===== src/rtl/gbi_pkg.sv =====
package gbi_pkg;
  localparam int ADDR_W = 2;
  localparam logic [ADDR_W-1:0] A_LOCAL  = 2'd0;
  localparam logic [ADDR_W-1:0] A_CONFIG = 2'd1;
  localparam logic [ADDR_W-1:0] A_MASK   = 2'd2;
  localparam logic [ADDR_W-1:0] A_STATUS = 2'd3;

  typedef enum logic {MODE_OR = 1'b0, MODE_AND = 1'b1} gbi_mode_e;
endpackage


===== src/rtl/gbi_sync.sv =====
module gbi_sync #(
  parameter int STAGES = 2
) (
  input  logic clk,
  input  logic rst_n,
  input  logic d,
  output logic q
);
  logic [STAGES-1:0] chain;

  always_ff @(posedge clk or negedge rst_n) begin
    if (!rst_n) chain <= '0;
    else        chain <= {chain[STAGES-2:0], d};
  end

  assign q = chain[STAGES-1];
endmodule


===== src/rtl/gbi_chan.sv =====
module gbi_chan
  import gbi_pkg::*;
#(
  parameter int NBR = 6
) (
  input  logic           clk,
  input  logic           rst_n,
  input  logic           mode_and,
  input  logic           sticky_en,
  input  logic [NBR-1:0] mask,
  input  logic [NBR-1:0] nbr,
  input  logic           local_bit,
  input  logic           clr,
  output logic           out,
  output logic           merged_sync,
  output logic           sticky_q
);
  // Value a fenced-off neighbour contributes: identity of the merge operator.
  function automatic logic neutral(input logic is_and);
    return is_and;
  endfunction

  function automatic logic merge(input logic is_and, input logic lb,
                                 input logic [NBR-1:0] m, input logic [NBR-1:0] n);
    logic acc;
    acc = lb;
    for (int i = 0; i < NBR; i++) begin
      if (is_and) acc = acc & (m[i] ? n[i] : neutral(is_and));
      else        acc = acc | (m[i] ? n[i] : neutral(is_and));
    end
    return acc;
  endfunction

  logic merged;

  assign merged = merge(mode_and, local_bit, mask, nbr);

  gbi_sync #(.STAGES(2)) u_sync (
    .clk(clk), .rst_n(rst_n), .d(merged), .q(merged_sync)
  );

  always_ff @(posedge clk or negedge rst_n) begin
    if (!rst_n)   sticky_q <= 1'b0;
    else if (clr) sticky_q <= 1'b0;
    else          sticky_q <= sticky_q | (sticky_en & merged_sync);
  end

  assign out = merged | (sticky_en & sticky_q);
endmodule


===== src/rtl/gbi_regs.sv =====
module gbi_regs
  import gbi_pkg::*;
#(
  parameter int NCH = 4,
  parameter int NBR = 6,
  parameter int DW  = 32
) (
  input  logic               clk,
  input  logic               rst_n,
  input  logic               wr_en,
  input  logic [ADDR_W-1:0]  wr_addr,
  input  logic [DW-1:0]      wr_data,
  input  logic [ADDR_W-1:0]  rd_addr,
  output logic [DW-1:0]      rd_data,
  input  logic [NCH-1:0]     merged_sync,
  input  logic [NCH-1:0]     sticky_q,
  output logic [NCH-1:0]     local_q,
  output logic [NCH-1:0]     act_mode,
  output logic [NCH-1:0]     act_sticky,
  output logic [NCH*NBR-1:0] act_mask,
  output logic [NCH-1:0]     clr
);
  localparam int MW = NCH * NBR;

  logic [NCH-1:0] pend_mode, pend_sticky;
  logic [MW-1:0]  pend_mask;

  always_ff @(posedge clk or negedge rst_n) begin
    if (!rst_n) begin
      local_q     <= '0;
      pend_mode   <= '0;
      pend_sticky <= '0;
      pend_mask   <= '0;
    end else if (wr_en) begin
      case (wr_addr)
        A_LOCAL:  local_q <= wr_data[NCH-1:0];
        A_CONFIG: begin
          pend_mode   <= wr_data[NCH-1:0];
          pend_sticky <= wr_data[2*NCH-1:NCH];
        end
        A_MASK:   pend_mask <= wr_data[MW-1:0];
        default:  ;
      endcase
    end
  end

  assign clr = (wr_en && wr_addr == A_STATUS) ? wr_data[NCH-1:0] : '0;

  for (genvar c = 0; c < NCH; c++) begin : g_apply
    always_ff @(posedge clk or negedge rst_n) begin
      if (!rst_n) begin
        act_mode[c]              <= 1'b0;
        act_sticky[c]            <= 1'b0;
        act_mask[c*NBR +: NBR]   <= '0;
      end else if (!local_q[c]) begin
        act_mode[c]              <= pend_mode[c];
        act_sticky[c]            <= pend_sticky[c];
        act_mask[c*NBR +: NBR]   <= pend_mask[c*NBR +: NBR];
      end
    end
  end

  always_comb begin
    rd_data = '0;
    case (rd_addr)
      A_LOCAL:  rd_data[NCH-1:0] = local_q;
      A_CONFIG: rd_data[2*NCH-1:0] = {pend_sticky, pend_mode};
      A_MASK:   rd_data[MW-1:0] = pend_mask;
      default:  rd_data[2*NCH-1:0] = {sticky_q, merged_sync};
    endcase
  end
endmodule


===== src/rtl/gbi_combiner.sv =====
module gbi_combiner
  import gbi_pkg::*;
#(
  parameter int NCH = 4,
  parameter int NBR = 6,
  parameter int DW  = 32
) (
  input  logic               clk,
  input  logic               rst_n,
  input  logic [NCH*NBR-1:0] nbr_in,
  output logic [NCH-1:0]     ch_out,
  input  logic               wr_en,
  input  logic [ADDR_W-1:0]  wr_addr,
  input  logic [DW-1:0]      wr_data,
  input  logic [ADDR_W-1:0]  rd_addr,
  output logic [DW-1:0]      rd_data
);
  logic [NCH-1:0]     local_q, act_mode, act_sticky, clr_w, sticky_q, merged_sync;
  logic [NCH*NBR-1:0] act_mask;

  gbi_regs #(.NCH(NCH), .NBR(NBR), .DW(DW)) u_regs (
    .clk(clk), .rst_n(rst_n), .wr_en(wr_en), .wr_addr(wr_addr),
    .wr_data(wr_data), .rd_addr(rd_addr), .rd_data(rd_data),
    .merged_sync(merged_sync), .sticky_q(sticky_q), .local_q(local_q),
    .act_mode(act_mode), .act_sticky(act_sticky), .act_mask(act_mask),
    .clr(clr_w)
  );

  for (genvar c = 0; c < NCH; c++) begin : g_ch
    gbi_chan #(.NBR(NBR)) u_chan (
      .clk(clk), .rst_n(rst_n),
      .mode_and(act_mode[c]), .sticky_en(act_sticky[c]),
      .mask(act_mask[c*NBR +: NBR]), .nbr(nbr_in[c*NBR +: NBR]),
      .local_bit(local_q[c]), .clr(clr_w[c]),
      .out(ch_out[c]), .merged_sync(merged_sync[c]), .sticky_q(sticky_q[c])
    );
  end
endmodule


===== config.mk =====
export PLATFORM = sky130hd
export DESIGN_NAME = gbi_combiner
export DESIGN_NICKNAME = d
export VERILOG_FILES = /design/src/rtl/gbi_pkg.sv /design/src/rtl/gbi_sync.sv /design/src/rtl/gbi_chan.sv /design/src/rtl/gbi_regs.sv /design/src/rtl/gbi_combiner.sv
export SDC_FILE = /design/constraint.sdc
export NUM_CORES = 1
export LEC_CHECK = 0
export BUFFER_PORTS_ARGS = -buffer_cell sky130_fd_sc_hd__buf_2
export CAP_MARGIN = 20
export CORE_MARGIN = 5
export CORE_UTILIZATION = 55
export CTS_CLUSTER_DIAMETER = 150
export DETAILED_ROUTE_END_ITERATION = 7
export GPL_TIMING_DRIVEN = 0
export HOLD_SLACK_MARGIN = 0.1
export PLACE_DENSITY = 0.85
export SYNTH_ARGS = -nofsm -noshare
export SYNTH_HDL_FRONTEND = slang
export SYNTH_SLANG_ARGS = --single-unit

===== constraint.sdc =====
create_clock -name clk -period 2.7 [get_ports clk]
set_clock_uncertainty 0.2 [all_clocks]
set_input_delay 0.405 -clock clk [delete_from_list [all_inputs] [get_ports clk]]
set_output_delay 0.405 -clock clk [all_outputs]
set_load 0.1 [all_outputs]

; ---- Word-level counts from Yosys, hierarchy flattened
; Cells that the tools add are included.
[totals]
register_bits = 80
inputBits = 63
[classes]
n_eq_ne = 5
n_mux = 56
bitwise_logic = 64
reduce_logical = 6
[ops]
columns = cell, count
row1 = $mux W1, 52
row2 = $and A1 B1 Y1, 32
row3 = $or A1 B1 Y1, 32
row4 = $pmux W4 S3, 2
row5 = $mux W16, 1
row6 = $eq A2 B2 Y1 const B, 3
row7 = $reduce_and A2 Y1, 3
row8 = $eq A2 B1 Y1 const B, 2
row9 = $logic_not A2 Y1, 2
row10 = $mux W4, 1
row11 = $logic_and A1 B1 Y1, 1

; ---- Longest topological paths before layout
[logic_depth]
word_depth = 14
ltp_mapped = 4

; ---- Cells and area by module
; From an unflattened synthesis, not the netlist that was laid out.
[hier_totals]
hier_cells = 272
area_unflattened_um2 = 3756.1
[by_module_without_submodules]
columns = module, n_inst, cells_each, area_each_um2, seq_area_each_um2
row1 = gbi_regs, 1, 192, 3035.4, 1701.6
row2 = gbi_chan, 4, 18, 130.1, 25.0
row3 = gbi_sync, 4, 2, 50.0, 50.0

; ---- Least setup slack after synthesis
; OpenSTA, ideal clock, no wires.
[synth_timing]
path_kind = input to output
startpoint = in rd_addr[1]
endpoint = out rd_data[13]
t_arrival_ps = 1763
slack_ps = 332
path_stages = 4
path_cell_list = buf_2 and2b_1 clkbuf_1 and2_1
[synth_between]
elab_chain_len = 2
[synth_rtl]
columns = item, line
row1 = start: declaration, gbi_combiner.sv:15  ; input logic [ADDR_W-1:0] rd_addr,
row2 = $eq A2 B2 Y1, gbi_regs.sv:65  ; case (rd_addr)
row3 = $mux W16, gbi_regs.sv:65
row4 = end: declaration, gbi_combiner.sv:16  ; output logic [DW-1:0] rd_data
; Every way passes these cells.

; ---- Final worst setup path
[layout_timing]
startpoint = reg u_regs.local_q[2]
endpoint = out ch_out[2]
[layout_between]
elab_chain_len = 13
word_cells_on_any_way = 19
cone_classes = mux: 6 / bitwise: 13
[layout_rtl]
columns = item, line
row1 = start: declaration, gbi_regs.sv:17  ; output logic [NCH-1:0] local_q,
row2 = start signal: assignment, gbi_regs.sv:36  ; A_LOCAL: local_q <= wr_data[NCH-1:0];
row3 = $or A1 B1 Y1 / $and A1 B1 Y1 (equally long branches), "gbi_chan.sv:29, gbi_chan.sv:28"
row4 = $mux W1 (*), gbi_chan.sv:28  ; if (is_and) acc = acc & (m[i] ? n[i] : neutral(is_and));
row5 = $or A1 B1 Y1 / $and A1 B1 Y1 (equally long branches), "gbi_chan.sv:29, gbi_chan.sv:28"
row6 = $mux W1 (*), gbi_chan.sv:28
row7 = $or A1 B1 Y1 / $and A1 B1 Y1 (equally long branches), "gbi_chan.sv:29, gbi_chan.sv:28"
row8 = $mux W1 (*), gbi_chan.sv:28
row9 = $or A1 B1 Y1 / $and A1 B1 Y1 (equally long branches), "gbi_chan.sv:29, gbi_chan.sv:28"
row10 = $mux W1 (*), gbi_chan.sv:28
row11 = $or A1 B1 Y1 / $and A1 B1 Y1 (equally long branches), "gbi_chan.sv:29, gbi_chan.sv:28"
row12 = $mux W1 (*), gbi_chan.sv:28
row13 = $or A1 B1 Y1 / $and A1 B1 Y1 (equally long branches), "gbi_chan.sv:29, gbi_chan.sv:28"
row14 = $mux W1 (*), gbi_chan.sv:28
row15 = $or A1 B1 Y1 (*), gbi_chan.sv:48  ; assign out = merged | (sticky_en & sticky_q);
row16 = end: declaration, gbi_combiner.sv:11  ; output logic [NCH-1:0] ch_out,
; Mark *: on every way between the ends. The rest lies on a longest branch, timed or not.

==> impl_metrics.tcl <==
set metrics [dict create \
    placed_cells_incl_taps 440 \
    cap_viol_max_count 0 \
    detail_route.first_pass.iterations 4 \
    clock_tree.htree_level_count 3 \
    fin_nets 454 \
    final_min_period_over_clock_period_pct 95.1 \
    numClockSinks 80 \
    path_max_fanout 10 \
    grt_max_degree 54 \
    synthesis.instances 272 \
    status "finished clean" \
    timing.reg2reg.worst_path_depth 3 \
    floorplan.core_area_um2 6720 \
    number_of_enable_flip_flop_cells_after_synthesis 0 \
    postSynth.asyncResetShare_pct 100 \
    yosys.area.top_type_share_pct 53.2 \
    final_cell_count_no_fill 476 \
    maxUsedRoutingLayer "met4" \
    yosysTopAreaCell "dfrtp_1" \
    period_needed_ns 2.57 \
    layout.cells.most_common_list "buf_2 (84), dfrtp_1 (80), mux2_2 (52), mux2_4 (20), dlygate4sd3_1 (20)" \
    routabilityCongestion 0.802 \
    detail_route.iter0.violations 81 \
    finalSetupViolCount 0 \
    worst-endpoint-arrival_ns 1.96 \
    crit_path_start_kind "flop" \
    numPortBuffers 80 \
    drc 0 \
    final_max_slew_viol_count 0 \
    post_cts_resized 0 \
    tritoncts "yes" \
    track_usage_pct 20.6 \
    global_route.overflow_total 0 \
    synth_seq_area_share_pct 53.2 \
    cts.path.max_buffers 2 \
    power.static_leakage_nw 2.29 \
    design.die.area_um2 8590 \
    cts_root_buffer "clkbuf_8" \
    synth.ff_latch_count 80 \
    element_type_at_the_critical_path_end "output pin" \
    finalSetupTns_ns 0 \
    path_class "reg2out" \
    yosysWarningCount 0 \
    flow.area_growth_from_synthesis_pct 25.8 \
    clock.fmax_mhz 389 \
    ys_top_cells_by_area "dfrtp_1 (53%), mux2_2 (16%), mux2_4 (8.0%)" \
    power.ir.vdd_worst_uv 565 \
    dieHeight_um 92.7 \
    routed-via-count 2611 \
    routed_wire_length_per_instance_um 17.7 \
    utilization_of_the_core_after_routing_pct 70.4 \
    synth-main-ff-cell "dfrtp_1" \
    dp.final_hpwl_mm 6.00 \
    die_width_um 92.7 \
    detailroute.wirelength.met3_um 584 \
    start_util_pct 56.0 \
    clk_pin_slew_worst_paths_ns 0.07 \
    layout-drive-gt1-share_pct 49.7 \
    clk_latency_ns 0.34 \
    totalWireLength_mm 8.43 \
    wl_met1_mm 3.37 \
    grt_first_pass_wirelength_mm 13.7 \
    number_of_buffers_created_by_cts 9 \
    finalHoldViolCount 0 \
    worst_hold_path.num_cells 2 \
    netlist-cell-type-count 28 \
    route.antenna.remaining_nets 0 \
    number_of_antenna_violations_at_the_first_check_in_global_routing 0 \
    cp.required_ns 2.10 \
    post_synth.cell_area_avg_um2 13.8 \
    mostFrequentLayoutCell "buf_2" \
    syn-cell-area_um2 3760 \
    core.rowCount 30 \
    hold_path.class "in2reg" \
    grt_setup_unrepaired "no" \
    antenna-diode-count 0 \
    vias_in_the_first_global_route 2777 \
    power.density_cell_area_nw_per_um2 925 \
    detailroute.wirelength.met2_mm 4.38 \
    ratio_of_routed_vias_to_standard_cells 5.49 \
    io_pins 99 \
]
[path summary, 6_finish.rpt]
path                                                        to  slack [ns]                      startpoint
worst max-delay path                                 ch_out[2]        0.13               u_regs.local_q[2]
worst min-delay path                      u_regs.pend_mask[15]        0.11                     wr_data[15]
worst max register to register  g_ch[3].u_chan.u_sync.chain[0]        1.28             u_regs.act_mask[19]
worst min register to register  g_ch[0].u_chan.u_sync.chain[1]        0.15  g_ch[0].u_chan.u_sync.chain[0]
max in group asynchronous                   u_regs.act_mask[1]        1.39                           rst_n
min in group asynchronous                 u_regs.pend_mask[17]        0.33                           rst_n
[report_power, final]
| group | total, mW | internal (mW) | switching (mW) |
|---|---|---|---|
| Combinational | 1.62 | 0.603 | 1.02 |
| Clock | 0.944 | 0.546 | 0.398 |
| Sequential | 1.81 | 1.56 | 0.257 |
[final cells by class]
class | instances | area (µm²)
Tap cell | 80 | 100
Multi-Input combinational cell | 166 | 1590
Clock buffer | 13 | 149
Clock inverter | 3 | 65.1
Sequential cell | 80 | 2000
Timing Repair Buffer | 101 | 631
Inverter | 12 | 45.0
Buffer | 21 | 153
Fill cell | 471 | 1990
[per-layer routing]
layer	GRT usage [%]	up-vias
li1	-	1211
met1	25.4	1290
met2	36.0	99
met3	5.44	11
met4	5.49	0
met5	0	-
[sequential cells by signal (all words and copies together), names as in the netlist]
signal / count
g_ch.u_chan.u_sync.chain: 8
u_regs.act_mode: 4
g_ch.u_chan.sticky_q: 4
u_regs.local_q: 4
u_regs.pend_sticky: 4
u_regs.pend_mask: 24
u_regs.act_mask: 24
u_regs.act_sticky: 4
u_regs.pend_mode: 4
[worst max-delay path, cell delays in order, from the launching register on]
cell       delay [ns]
dfrtp_1          0.39
buf_2            0.26
o2111ai_1        0.18
o211ai_1         0.23
buf_4            0.15
buf_2            0.42
[Yosys cell counts, types with 4 or more instances]
master	instances
nand2b_1	12
buf_2	5
and2_1	16
mux2_4	20
dfrtp_1	80
a31o_2	4
a21oi_1	12
mux2_2	52
inv_1	12
a22oi_1	4
a222oi_1	4
nand2_1	4
buf_4	12
mux4_2	4
o221ai_1	4
o2111ai_1	4
a22o_1	4
o21ai_0	4
o211ai_1	4
[per-stage QoR]
step | worst slack, ns | cell area [µm²] | hold slack, ns | power, mW
finish | 0.132 | 4730 | 0.105 | 4.37
global route | 0.0516 | 4730 | 0.106 | 4.59
CTS | 0.123 | 4730 | 0.100 | 4.40
detailed placement | 0.157 | 4320 | 0.146 | 3.42
global placement | 0.201 | 4290 | 0.133 | 3.35
floorplan | 0.332 | 3790 | -0.0906 | 3.08
[repair_timing]
action                                  CTS  global route
hold buffers                             20             0
endpoints found under the hold margin    47             0
setup buffers                             0             0
endpoints found under the setup margin    0             0
[logic make-up (layout without fill, tap and decap cells)]
kind of cell	after synthesis	in the layout	synth area share, %
buffers and inverters	33	150	5.26
flip-flops	80	80	53.2
AND/OR/NAND/NOR	38	38	6.92
multiplexers	76	76	26.0
AO/OA/AOI/OAI	44	44	8.52
other	1	8	0.0997
No activity file was read; power rests on OpenSTA's default activity.
